--- src/rtl/intc_pkg.sv ---
package intc_pkg;
  localparam int MAX_SRC   = 16;
  localparam int IDX_W     = 4;
  localparam int GIE_BIT   = 2;
  localparam int SENSE_BIT = 7;

  typedef struct packed {
    logic             take;
    logic [IDX_W-1:0] selIdx;
  } ctlStb_t;
endpackage

--- src/rtl/irq_control.sv ---
module irq_control
  import intc_pkg::*;
#(
  parameter int NUM_SRC = 8
) (
  input  logic               clk,
  input  logic               rstN,
  input  logic [NUM_SRC-1:0] reqVec,
  input  logic               instrDone,
  input  logic               cmdEi,
  input  logic               cmdDi,
  input  logic               cmdReti,
  output ctlStb_t            ctl,
  output logic               gie,
  output logic               sense
);
  localparam int SEL_W = $clog2(NUM_SRC);

  logic             gieQ;
  logic [IDX_W-1:0] selIdx;
  logic             anyReq;

  // scan from the top down so the lowest index wins
  always_comb begin
    selIdx = '0;
    for (int i = NUM_SRC - 1; i >= 0; i--) begin
      if (reqVec[i]) selIdx = IDX_W'(i);
    end
  end

  assign anyReq     = |reqVec;
  assign ctl.take   = instrDone & gieQ & anyReq;
  assign ctl.selIdx = selIdx;
  assign gie        = gieQ;
  assign sense      = anyReq;

  always_ff @(posedge clk) begin
    if (!rstN)                  gieQ <= 1'b0;
    else if (ctl.take)          gieQ <= 1'b0;
    else if (cmdDi)             gieQ <= 1'b0;
    else if (cmdEi || cmdReti)  gieQ <= 1'b1;
  end


  take_clears_gie_chk: assert property (@(posedge clk) disable iff (!rstN)
    ctl.take |=> !gieQ);

  take_has_request_chk: assert property (@(posedge clk) disable iff (!rstN)
    ctl.take |-> reqVec[ctl.selIdx[SEL_W-1:0]]);

  di_wins_chk: assert property (@(posedge clk) disable iff (!rstN)
    cmdDi |=> !gieQ);

  reti_sets_chk: assert property (@(posedge clk) disable iff (!rstN)
    (cmdReti && !cmdDi && !ctl.take) |=> gieQ);
endmodule

--- src/rtl/irq_datapath.sv ---
module irq_datapath
  import intc_pkg::*;
#(
  parameter int NUM_SRC = 8,
  parameter int NUM_GEN = 3,
  parameter int EP_W    = 8,
  parameter int VEC_W   = 12,
  parameter logic [NUM_SRC-1:0][VEC_W-1:0] VEC_TABLE = '0
) (
  input  logic               clk,
  input  logic               rstN,
  input  logic [NUM_SRC-1:0] srcEvent,
  input  ctlStb_t            ctl,
  input  logic               epEnWr,
  input  logic [EP_W-1:0]    epEnWdata,
  output logic [EP_W-1:0]    epEnRdata,
  input  logic               genEnWr,
  input  logic [NUM_GEN-1:0] genEnWdata,
  output logic [NUM_GEN-1:0] genEnRdata,
  output logic [NUM_SRC-1:0] reqVec,
  output logic [NUM_SRC-1:0] pendQ,
  output logic               callStbQ,
  output logic [VEC_W-1:0]   callVecQ
);
  localparam int NUM_EP = NUM_SRC - NUM_GEN;
  localparam int SEL_W  = $clog2(NUM_SRC);

  logic [NUM_EP-1:0]  epEnQ;
  logic [NUM_GEN-1:0] genEnQ;
  logic [NUM_SRC-1:0] clrOh;
  logic [SEL_W-1:0]   sel;

  assign sel    = ctl.selIdx[SEL_W-1:0];
  assign clrOh  = ctl.take ? (NUM_SRC'(1) << sel) : '0;
  assign reqVec = pendQ & {epEnQ, genEnQ};

  generate
    if (EP_W > NUM_EP) begin : g_pad
      assign epEnRdata = {{(EP_W-NUM_EP){1'b0}}, epEnQ};
    end else begin : g_nopad
      assign epEnRdata = epEnQ;
    end
  endgenerate
  assign genEnRdata = genEnQ;

  always_ff @(posedge clk) begin
    if (!rstN) begin
      pendQ    <= '0;
      epEnQ    <= '0;
      genEnQ   <= '0;
      callStbQ <= 1'b0;
      callVecQ <= '0;
    end else begin
      // an event landing on a clear keeps the latch set
      pendQ    <= (pendQ & ~clrOh) | srcEvent;
      callStbQ <= ctl.take;
      if (ctl.take) callVecQ <= VEC_TABLE[sel];
      if (epEnWr)   epEnQ    <= epEnWdata[NUM_EP-1:0];
      if (genEnWr)  genEnQ   <= genEnWdata;
    end
  end


  pend_needs_event_chk: assert property (@(posedge clk) disable iff (!rstN)
    (pendQ & ~$past(pendQ) & ~$past(srcEvent)) == '0);

  strobe_single_chk: assert property (@(posedge clk) disable iff (!rstN)
    callStbQ |=> !callStbQ);

  clear_served_chk: assert property (@(posedge clk) disable iff (!rstN)
    (ctl.take && !srcEvent[sel]) |=> !pendQ[$past(sel)]);

  keep_on_collision_chk: assert property (@(posedge clk) disable iff (!rstN)
    (ctl.take && srcEvent[sel]) |=> pendQ[$past(sel)]);
endmodule

--- src/rtl/prio_irq_ctrl.sv ---
module prio_irq_ctrl
  import intc_pkg::*;
#(
  parameter int NUM_SRC = 8,
  parameter int NUM_GEN = 3,
  parameter int VEC_W   = 12,
  parameter logic [NUM_SRC-1:0][VEC_W-1:0] VEC_TABLE =
    {12'h012, 12'h010, 12'h00E, 12'h00C, 12'h00A, 12'h008, 12'h006, 12'h004}
) (
  input  logic               clk,
  input  logic               rstN,
  input  logic [NUM_SRC-1:0] srcEvent,
  input  logic               instrDone,
  input  logic               cmdEi,
  input  logic               cmdDi,
  input  logic               cmdReti,
  input  logic               epEnWr,
  input  logic [7:0]         epEnWdata,
  output logic [7:0]         epEnRdata,
  input  logic               genEnWr,
  input  logic [NUM_GEN-1:0] genEnWdata,
  output logic [NUM_GEN-1:0] genEnRdata,
  output logic               callStrobe,
  output logic [VEC_W-1:0]   callVector,
  output logic [7:0]         status,
  output logic [NUM_SRC-1:0] pending
);
  ctlStb_t            ctl;
  logic [NUM_SRC-1:0] reqVec;
  logic               gie;
  logic               sense;

  irq_control #(.NUM_SRC(NUM_SRC)) u_ctrl (
    .clk(clk), .rstN(rstN), .reqVec(reqVec), .instrDone(instrDone),
    .cmdEi(cmdEi), .cmdDi(cmdDi), .cmdReti(cmdReti),
    .ctl(ctl), .gie(gie), .sense(sense)
  );

  irq_datapath #(
    .NUM_SRC(NUM_SRC), .NUM_GEN(NUM_GEN), .EP_W(8),
    .VEC_W(VEC_W), .VEC_TABLE(VEC_TABLE)
  ) u_dp (
    .clk(clk), .rstN(rstN), .srcEvent(srcEvent), .ctl(ctl),
    .epEnWr(epEnWr), .epEnWdata(epEnWdata), .epEnRdata(epEnRdata),
    .genEnWr(genEnWr), .genEnWdata(genEnWdata), .genEnRdata(genEnRdata),
    .reqVec(reqVec), .pendQ(pending),
    .callStbQ(callStrobe), .callVecQ(callVector)
  );

  always_comb begin
    status            = '0;
    status[GIE_BIT]   = gie;
    status[SENSE_BIT] = sense;
  end


  sense_no_gie_chk: assert property (@(posedge clk) disable iff (!rstN)
    (callStrobe && (pending == '0)) |-> !status[SENSE_BIT]);

  strobe_after_take_chk: assert property (@(posedge clk) disable iff (!rstN)
    $rose(callStrobe) |-> !status[GIE_BIT]);
endmodule

--- config.mk ---
export PLATFORM = sky130hd
export DESIGN_NAME = prio_irq_ctrl
export DESIGN_NICKNAME = d
export VERILOG_FILES = /design/src/rtl/intc_pkg.sv /design/src/rtl/irq_control.sv /design/src/rtl/irq_datapath.sv /design/src/rtl/prio_irq_ctrl.sv
export SDC_FILE = /design/constraint.sdc
export NUM_CORES = 1
export LEC_CHECK = 0
export ABC_CLOCK_PERIOD_IN_PS = 1300
export CAP_MARGIN = 20
export CORE_ASPECT_RATIO = 0.9
export CORE_MARGIN = 2
export CORE_UTILIZATION = 35
export CTS_BUF_LIST = sky130_fd_sc_hd__clkbuf_8
export CTS_CLUSTER_DIAMETER = 100
export CTS_CLUSTER_SIZE = 30
export DETAILED_ROUTE_END_ITERATION = 10
export PLACE_DENSITY = 0.85
export SKIP_CTS_REPAIR_TIMING = 1
export SLEW_MARGIN = 30
export SYNTH_ARGS = -nofsm -noshare
export SYNTH_HDL_FRONTEND = slang
export SYNTH_SLANG_ARGS = --single-unit
--- constraint.sdc ---
create_clock -name clk -period 1.3 [get_ports clk]
set_input_delay 0.26 -clock clk [delete_from_list [all_inputs] [get_ports clk]]
set_output_delay 0.26 -clock clk [all_outputs]
set_load 0.005 [all_outputs]
==> results <==
## final timing paths
path | startpoint | to | cells after the start
worst max-delay path | u_dp.genEnRdata[2] | status[7] | 4
worst min-delay path | u_dp.callVecQ[3] | u_dp.callVecQ[3] | 2
worst max register to register | u_dp.genEnRdata[2] | u_ctrl.gie | 5
worst min register to register | u_dp.callVecQ[3] | u_dp.callVecQ[3] | 2
## worst max-delay path, stage by stage (launching register included)
cell and delay [ns]:
dfxtp_4 0.35, a22o_4 0.27, nor4_4 0.30, inv_1 0.09, clkbuf_2 0.13
## cell type report
| cell class | count | area, sq um | area share |
|---|---|---|---|
| Inverter | 2 | 7.51 | 0.00362 |
| Multi-Input combinational cell | 93 | 672 | 0.324 |
| Clock buffer | 4 | 55.1 | 0.0266 |
| Tap cell | 42 | 52.6 | 0.0253 |
| Timing Repair Buffer | 84 | 821 | 0.396 |
| Sequential cell | 22 | 465 | 0.225 |
## stage by stage
| stage | power, mW | hold slack [ns] |
|---|---|---|
| 2_1_floorplan | 0.948 | 0.331 |
| 3_3_place_gp | 1.18 | 0.446 |
| 3_5_place_dp | 1.19 | 0.461 |
| 4_1_cts | 1.67 | 0.474 |
| 5_1_grt | 1.79 | 0.496 |
| 6_report | 1.72 | 0.465 |
## routing by layer
metal / wire length (um) / track usage / vias up
li1: - / - / 571
met1: 1350 / 0.189 / 523
met2: 1700 / 0.296 / 38
met3: 238 / 0.0602 / 6
met4: 41 / 0.0373 / 0
met5: 0 / 0 / -
## where the power goes
group | switching [mW] | internal [mW] | total [mW]
clock network | 0.221 | 0.270 | 0.492
registers | 0.0232 | 0.716 | 0.739
logic | 0.196 | 0.289 | 0.485
## flip-flops by register name, summed over array words and instances (netlist names)
| register | flops |
|---|---|
| u_dp.callStbQ | 1 |
| u_dp.epEnQ | 5 |
| u_dp.callVecQ | 4 |
| u_dp.genEnRdata | 3 |
| u_ctrl.gie | 1 |
| u_dp.pendQ | 8 |
## cells by family (layout without fill, tap and decap cells)
family / count (synthesis) / count (layout) / share of synthesized area
other cells: 1 / 17 / 0.00333
buf+inv: 24 / 90 / 0.143
mux: 8 / 8 / 0.0710
compound gates: 34 / 34 / 0.224
flops: 22 / 22 / 0.391
simple gates: 34 / 34 / 0.168
## synth_stat cells
| cell | n | area [sq um] |
|---|---|---|
| a21boi_0 | 2 | 15.0 |
| a21oi_1 | 2 | 10.0 |
| a22o_1 | 3 | 26.3 |
| a22o_4 | 1 | 17.5 |
| a22oi_1 | 2 | 15.0 |
| a31o_2 | 1 | 8.76 |
| a31oi_1 | 5 | 31.3 |
| a32o_1 | 2 | 20.0 |
| and2_1 | 1 | 6.26 |
| buf_4 | 19 | 143 |
| clkbuf_1 | 3 | 11.3 |
| conb_1 | 1 | 3.75 |
| dfxtp_1 | 22 | 440 |
| inv_1 | 2 | 7.51 |
| mux2i_1 | 8 | 80.1 |
| nand2_1 | 11 | 41.3 |
| nand3_1 | 2 | 10.0 |
| nor2_1 | 6 | 22.5 |
| nor2_2 | 1 | 6.26 |
| nor2b_1 | 9 | 56.3 |
| nor3_1 | 2 | 10.0 |
| nor4_4 | 1 | 21.3 |
| nor4b_2 | 1 | 15.0 |
| o211ai_1 | 2 | 15.0 |
| o21a_1 | 4 | 30.0 |
| o21ai_0 | 5 | 25.0 |
| o21bai_1 | 1 | 7.51 |
| o22ai_1 | 1 | 6.26 |
| o31a_1 | 2 | 17.5 |
| o31ai_1 | 1 | 7.51 |
==> run_results.csv <==
group,metric,value,unit
grt,first_global_vias,1044,
setup_path,worstSetupPathType,"reg2out",
floorplan,rows,19,
sta,hold_viol_final,0,
setup_path,crit_fanout,2,
place,pre_cts_slack,-0.348,ns
place,dpl.hpwl,2330,um
finish,fin_area,2070,sq um
synthesis,synth_cell_type_count,30,
outcome,violations,"negative setup slack",
synthesis,ys_ff_latch,22,
clock_tree,clk_pin_slew,0.08,ns
place,dpl.cell_count,237,
power,p_leak,1.17,nW
grt,grt_use_total,0.165,
floorplan,core_area,3070,sq um
sta,finalMaxSlewViolations,0,
routing,wl_per_cell,13.5,um
finish,final_util,0.676,
grt,gr-total-overflow,0,
sta,finalSetupViolations,13,
clock_tree,numCtsBuffers,3,
finish,final_common_cell,"buf_4",
sta,period_share,1.28,
finish,drive_gt1_frac,0.385,
setup_path,crit_required,1.04,ns
clock_tree,cts_sinks,22,
synthesis,synth_cells,123,
routing,drt_iter0_drc,18,
finish,area_growth,83.9,%
setup_path,end_kind,"output port",
floorplan,ios,67,
place,port_buffers,46,
grt,grt_pass1_wl,4760,um
grt,grt_max_degree,26,
sta,fin_worst_skew,0.00190,ns
clock_tree,cts_tree,"built",
worst_hold_path,min_path_type,"reg2reg",
place,postPlaceCellArea,1810,sq um
synthesis,yosysWarnings,0,
finish,antenna_cells,0,
floorplan,die_w,63.8,um
place,routabilityCongestion,0.840,
clock_tree,ctsRootBufferMaster,"clkbuf_8",
sta,setup_tns,-1.46,ns
setup_path,rrSetupSlack,-0.18,ns
finish,fin_cells,247,
routing,avgViaCountPerCell,4.61,
setup_path,critPathLaunchType,"flop",
floorplan,die_area,3690,sq um
power,power.density,827,nW/um^2
setup_path,arrival,1.40,ns
sta,rsz0062_at_grt,"yes",
outcome,status,"complete, but fails checks",
finish,fin_nets,233,
sta,max_freq,603,MHz
routing,ant_nets,0,
job,maxCapViolations,0,
routing,drt-pass1-iter-count,3,
clock_tree,cts.path.max_buffers,2,
routing,vias,1138,
synthesis,avgSynthCellArea,9.17,sq um
synthesis,seq_area_frac_synth,0.391,
floorplan,start_util,0.368,
power,vdd_ir_drop_max,0.000566,V
floorplan,die_h,57.8,um
finish,n_fill_cell,237,
clock_tree,cts_max_level,1,
routing,routed_wl,3330,um
sta,fin_ws,-0.358,ns
routing,drcViolationCount,0,
sta,period_minus_slack,1.66,ns
synthesis,netlist_area,1130,sq um
grt,antenna_found_initial,0,
clock_tree,insertion_delay,0.26,ns
finish,final_cell_mix,"buf_4, clkdlybuf4s50_1, dlymetal6s2s_1, conb_1, dfxtp_2",
Note: power is estimated with default switching activity, not from simulation.
